===== src/rtl/cbs_shaper.sv =====
module cbs_shaper #(
  parameter int QUEUE_NUM     = 1,
  parameter int CREDIT_W      = 32,
  parameter int SLOPE_W       = 32,
  parameter int TICK_DIV_GBPS = 2,
  parameter int TICK_DIV_MBPS = 20
) (
  input  logic                clk,
  input  logic                rst_n,
  input  logic                shape_en,
  input  logic                link_gbps,
  input  logic [SLOPE_W-1:0]  idle_slope,
  input  logic [SLOPE_W-1:0]  send_slope,
  input  logic [CREDIT_W-1:0] hi_limit,
  input  logic [CREDIT_W-1:0] lo_limit,
  input  logic                frame_waiting,
  input  logic                frame_sending,
  output logic                tx_allow
);

  localparam bit SHAPEABLE = (QUEUE_NUM != 0);
  localparam int XW        = CREDIT_W + 2;
  localparam int PADW      = XW - SLOPE_W;
  localparam int DIV_MAX   = (TICK_DIV_GBPS > TICK_DIV_MBPS) ? TICK_DIV_GBPS : TICK_DIV_MBPS;
  localparam int CNTW      = (DIV_MAX > 2) ? $clog2(DIV_MAX) : 1;
  localparam logic [CNTW-1:0] LIM_GBPS = CNTW'(TICK_DIV_GBPS - 1);
  localparam logic [CNTW-1:0] LIM_MBPS = CNTW'(TICK_DIV_MBPS - 1);

  logic                 active;
  logic                 tick;
  logic [CNTW-1:0]      cnt_q;
  logic [CNTW-1:0]      cnt_lim;
  logic [CREDIT_W-1:0]  credit_q;
  logic signed [XW-1:0] cr_x, hi_x, lo_x, up_x, dn_x, raw_x, clip_x;

  assign active  = SHAPEABLE && shape_en;
  assign cnt_lim = link_gbps ? LIM_GBPS : LIM_MBPS;
  assign tick    = active && (cnt_q >= cnt_lim);

  always_ff @(posedge clk or negedge rst_n) begin
    if (!rst_n)       cnt_q <= '0;
    else if (!active) cnt_q <= '0;
    else if (tick)    cnt_q <= '0;
    else              cnt_q <= cnt_q + 1'b1;
  end

  assign cr_x = {{2{credit_q[CREDIT_W-1]}}, credit_q};
  assign hi_x = {{2{hi_limit[CREDIT_W-1]}}, hi_limit};
  assign lo_x = {{2{lo_limit[CREDIT_W-1]}}, lo_limit};
  assign up_x = cr_x + $signed({{PADW{1'b0}}, idle_slope});
  assign dn_x = cr_x - $signed({{PADW{1'b0}}, send_slope});

  always_comb begin
    if (frame_sending)                            raw_x = dn_x;
    else if (frame_waiting || credit_q[CREDIT_W-1]) raw_x = up_x;
    else                                          raw_x = '0;
    if (raw_x > hi_x)      clip_x = hi_x;
    else if (raw_x < lo_x) clip_x = lo_x;
    else                   clip_x = raw_x;
  end

  always_ff @(posedge clk or negedge rst_n) begin
    if (!rst_n)       credit_q <= '0;
    else if (!active) credit_q <= '0;
    else if (tick)    credit_q <= clip_x[CREDIT_W-1:0];
  end

  assign tx_allow = !active || !credit_q[CREDIT_W-1] || frame_sending;

endmodule



===== config.mk =====
export PLATFORM = sky130hd
export DESIGN_NAME = cbs_shaper
export DESIGN_NICKNAME = d
export VERILOG_FILES = /design/src/rtl/cbs_shaper.sv
export SDC_FILE = /design/constraint.sdc
export NUM_CORES = 1
export LEC_CHECK = 0
export ABC_AREA = 1
export CAP_MARGIN = 20
export CORE_ASPECT_RATIO = 1.1
export CORE_MARGIN = 2
export CORE_UTILIZATION = 59
export CTS_BUF_LIST = sky130_fd_sc_hd__clkbuf_4 sky130_fd_sc_hd__clkbuf_8
export CTS_CLUSTER_SIZE = 12
export DETAILED_ROUTE_END_ITERATION = 16
export PLACE_DENSITY = 0.85
export SYNTH_ARGS = -nofsm -noshare
export SYNTH_HDL_FRONTEND = slang
export SYNTH_SLANG_ARGS = --single-unit

===== constraint.sdc =====
create_clock -name clk -period 5.17 [get_ports clk]
set_clock_uncertainty 0.05 [all_clocks]
set_input_delay 1.034 -clock clk [delete_from_list [all_inputs] [get_ports clk]]
set_output_delay 1.034 -clock clk [all_outputs]
set_load 0.05 [all_outputs]

==> impl_metrics.toml <==
[die]
row_count = 49
die-area_um2 = 17600
die_x_um = 127
fp.coreArea_um2 = 16300
initial_utilization_pct = 60.1
fp.dieH_um = 139
io-pin-count = 135

[route]
vias = 12300
dr.pass1.iters = 7
drtAntennaViolNets = 0
drc = 0
routedWlPerCell_um = 15.4
drt-met1-wl_um = 14100
drtIter0Drc = 871
route.met3.wl_um = 2850
top_layer_used = "met4"
totalWireLength_um = 34500
viasPerCell = 5.48
route.met2.wl_um = 16000

[synthesis]
syn_inst = 1889
synth-seq-area-share_pct = 9.45
ys_types = 35
ys_seq_elements = 37
synth_warnings = 0
netlist_area_um2 = 9790
synth_fp_nets = 2161
syn-mean-instance-area_um2 = 5.18

[global_routing]
grt_pass1_vias = 11500
grt_overflow = 0
grt_pass1_wl_um = 54900
antenna_found_initial = 0
grt_util_all_layers_pct = 38.6
grt_max_degree = 41

[clocking]
path_clk_slew_ps = 80
cts_made_buffers = 5
cts_buffer_depth = 2
clk_latency_ps = 300
cts.htree.levels = 2
cts-root-buf = "clkbuf_8"
cts.sinks = 37
cts_tree = "yes"
cts_hold_buf = 0

[run_status]
outcome = "complete, no violations"

[worst_setup_path]
crit_family = "simple AND/OR/NAND/NOR gates"
r2r-start = "credit_q[5]$_DFFE_PN0P_"
arrival_ps = 5050
critPathMaxFanout = 19
crit_type = "in -> reg"
crit_slowest_cell = "clkdlybuf4s50_1"
end_kind = "register"
rrSetupSlack_ps = 910
r2r_end = "credit_q[4]$_DFFE_PN0P_"
worstRegToRegCells = 28
crit_path_max_incr_delay_ps = 420
crit_required_ps = 5310
crit_buf_inv = 2
cp_common_cell = "nand2_1"
cp-start-kind = "input port"

[place]
routabilityCongestion = 1.02
hpwl_um = 29300
port_buffers = 134
placed_cell_area_um2 = 11600
numPlacedInstances = 2239

[cells_and_area]
nets = 2314
final_cells = 2247
fillers = 1497
syn2layout_area_growth_pct = 21.0
drive_gt1_share_pct = 4.60
regArea_um2 = 926
diodes = 0
fin_util_pct = 72.6
multi_input_area_um2 = 7410
stdcell_area_um2 = 11800

[timing]
fmax_mhz = 204
relSlewSlack_pct = 26.7
tightest_slew_ps = 1100
final_hold_viol_count = 0
slew_violations = 0
post-route-period-util_pct = 95.0
finalSetupViolations = 0
finalCriticalPeriod_ps = 4910

[power]
ir_drop_uv = 245
p_leak_nw = 7.33
p_per_area_nw_per_um2 = 453

[min_path]
hold_start = "cnt_q[0]$_DFF_PN0_"
min-delay-path-class = "reg -> reg"
hold_depth = 1
min_to = "cnt_q[0]$_DFF_PN0_"

[job]
drv_cap = 0
state kept, by name, summed over array words and instances (netlist names):
signal    count
cnt_q         5
credit_q     32
synth_stat cells:
cell / n / area share (%)
a21o_1: 6 / 0.46
a21oi_1: 70 / 3.6
a32oi_1: 1 / 0.089
and2_1: 13 / 0.83
and3_1: 4 / 0.26
buf_1: 1 / 0.038
buf_2: 15 / 0.77
buf_4: 2 / 0.15
buf_6: 3 / 0.34
clkbuf_1: 6 / 0.23
dfrtp_1: 37 / 9.5
fa_1: 2 / 0.41
ha_1: 136 / 17
inv_1: 379 / 15
inv_2: 2 / 0.077
nand2_1: 751 / 29
nand2_2: 3 / 0.19
nand2_4: 1 / 0.11
nand3_1: 166 / 8.5
nand3_2: 2 / 0.20
nand3b_1: 12 / 0.92
nand4_1: 14 / 0.89
nor2_1: 196 / 7.5
nor2_2: 2 / 0.13
nor3_1: 9 / 0.46
nor3b_2: 1 / 0.13
nor4_1: 1 / 0.064
o211ai_1: 1 / 0.077
o21a_1: 2 / 0.15
o21ai_0: 23 / 1.2
o21bai_1: 9 / 0.69
or2_1: 1 / 0.064
or2_2: 9 / 0.57
xnor2_1: 5 / 0.45
xor2_1: 4 / 0.36
cell type report:
cell class	count	share of cell area, %
multi-input cells	1444	62.6
repair buffers	173	14.4
inverters	381	12.1
flip-flops and latches	37	7.82
well taps	204	2.15
clock buffers	6	0.697
clock inverters	2	0.317
cells in the final DEF, fill, tap and decap left out, types with 3 or more instances in the layout:
| cell | instances |
|---|---|
| xor2_1 | 4 |
| ha_4 | 3 |
| nand3_1 | 160 |
| clkdlybuf4s50_1 | 133 |
| o21ai_0 | 23 |
| dfrtp_1 | 37 |
| nor2_1 | 191 |
| inv_1 | 379 |
| nand4_1 | 14 |
| clkbuf_8 | 6 |
| a21oi_1 | 68 |
| ha_1 | 132 |
| nand3b_1 | 12 |
| and2_1 | 13 |
| buf_12 | 6 |
| and3_1 | 4 |
| buf_4 | 33 |
| o21bai_1 | 9 |
| or2_2 | 9 |
| nand2_2 | 10 |
| nor2_2 | 7 |
| a21o_1 | 6 |
| nor3_1 | 8 |
| nand3_2 | 7 |
| xnor2_1 | 5 |
| nand2_1 | 744 |
metrics by stage:
stage	hold WS, ps	TNS, ps	setup slack (ps)	power (mW)
2_1_floorplan	404	0	913	3.58
3_3_place_gp	438	0	25.5	4.75
3_5_place_dp	444	-3400	-169	4.88
4_1_cts	456	0	130	5.19
5_1_grt	475	-7.11	-3.07	5.94
6_report	444	0	260	5.36
worst max-delay path by stage:
stage / startpoint / endpoint / slack, ps / cells past startpoint
3_5_place_dp: send_slope[0] / credit_q[4]$_DFFE_PN0P_ / -170 / 35
2_1_floorplan: send_slope[0] / credit_q[2]$_DFFE_PN0P_ / 910 / 34
5_1_grt: idle_slope[0] / credit_q[2]$_DFFE_PN0P_ / -3 / 33
6_report: idle_slope[7] / credit_q[4]$_DFFE_PN0P_ / 260 / 29
3_3_place_gp: send_slope[0] / credit_q[2]$_DFFE_PN0P_ / 30 / 28
4_1_cts: send_slope[0] / credit_q[4]$_DFFE_PN0P_ / 130 / 35
repair_timing:
action,in CTS,in global routing
setup endpoints to repair,0,32
setup buffers,0,0
resized for setup,0,26
routing by layer:
layer	vias to the layer above	track usage, %
li1	6091	-
met1	5543	50.2
met2	574	65.8
met3	112	3.40
met4	0	15.6
met5	-	0
where the power goes:
group	switching, mW	internal, mW	leakage [nW]
clock network	0.113	0.157	0.0574
registers	0.182	0.388	0.481
logic	2.86	1.66	6.79
kinds of logic (layout without fill, tap and decap cells):
group	count (synthesis)	count (layout)	synth area share (%)
AND/OR/NAND/NOR	1185	1185	49.6
XOR/XNOR	9	9	0.805
buffers and inverters	408	562	16.1
adder cells (fa/ha/maj)	138	138	17.8
AO/OA/AOI/OAI	112	112	6.22
flip-flops	37	37	9.45
Power figures use the tool's default switching activity.
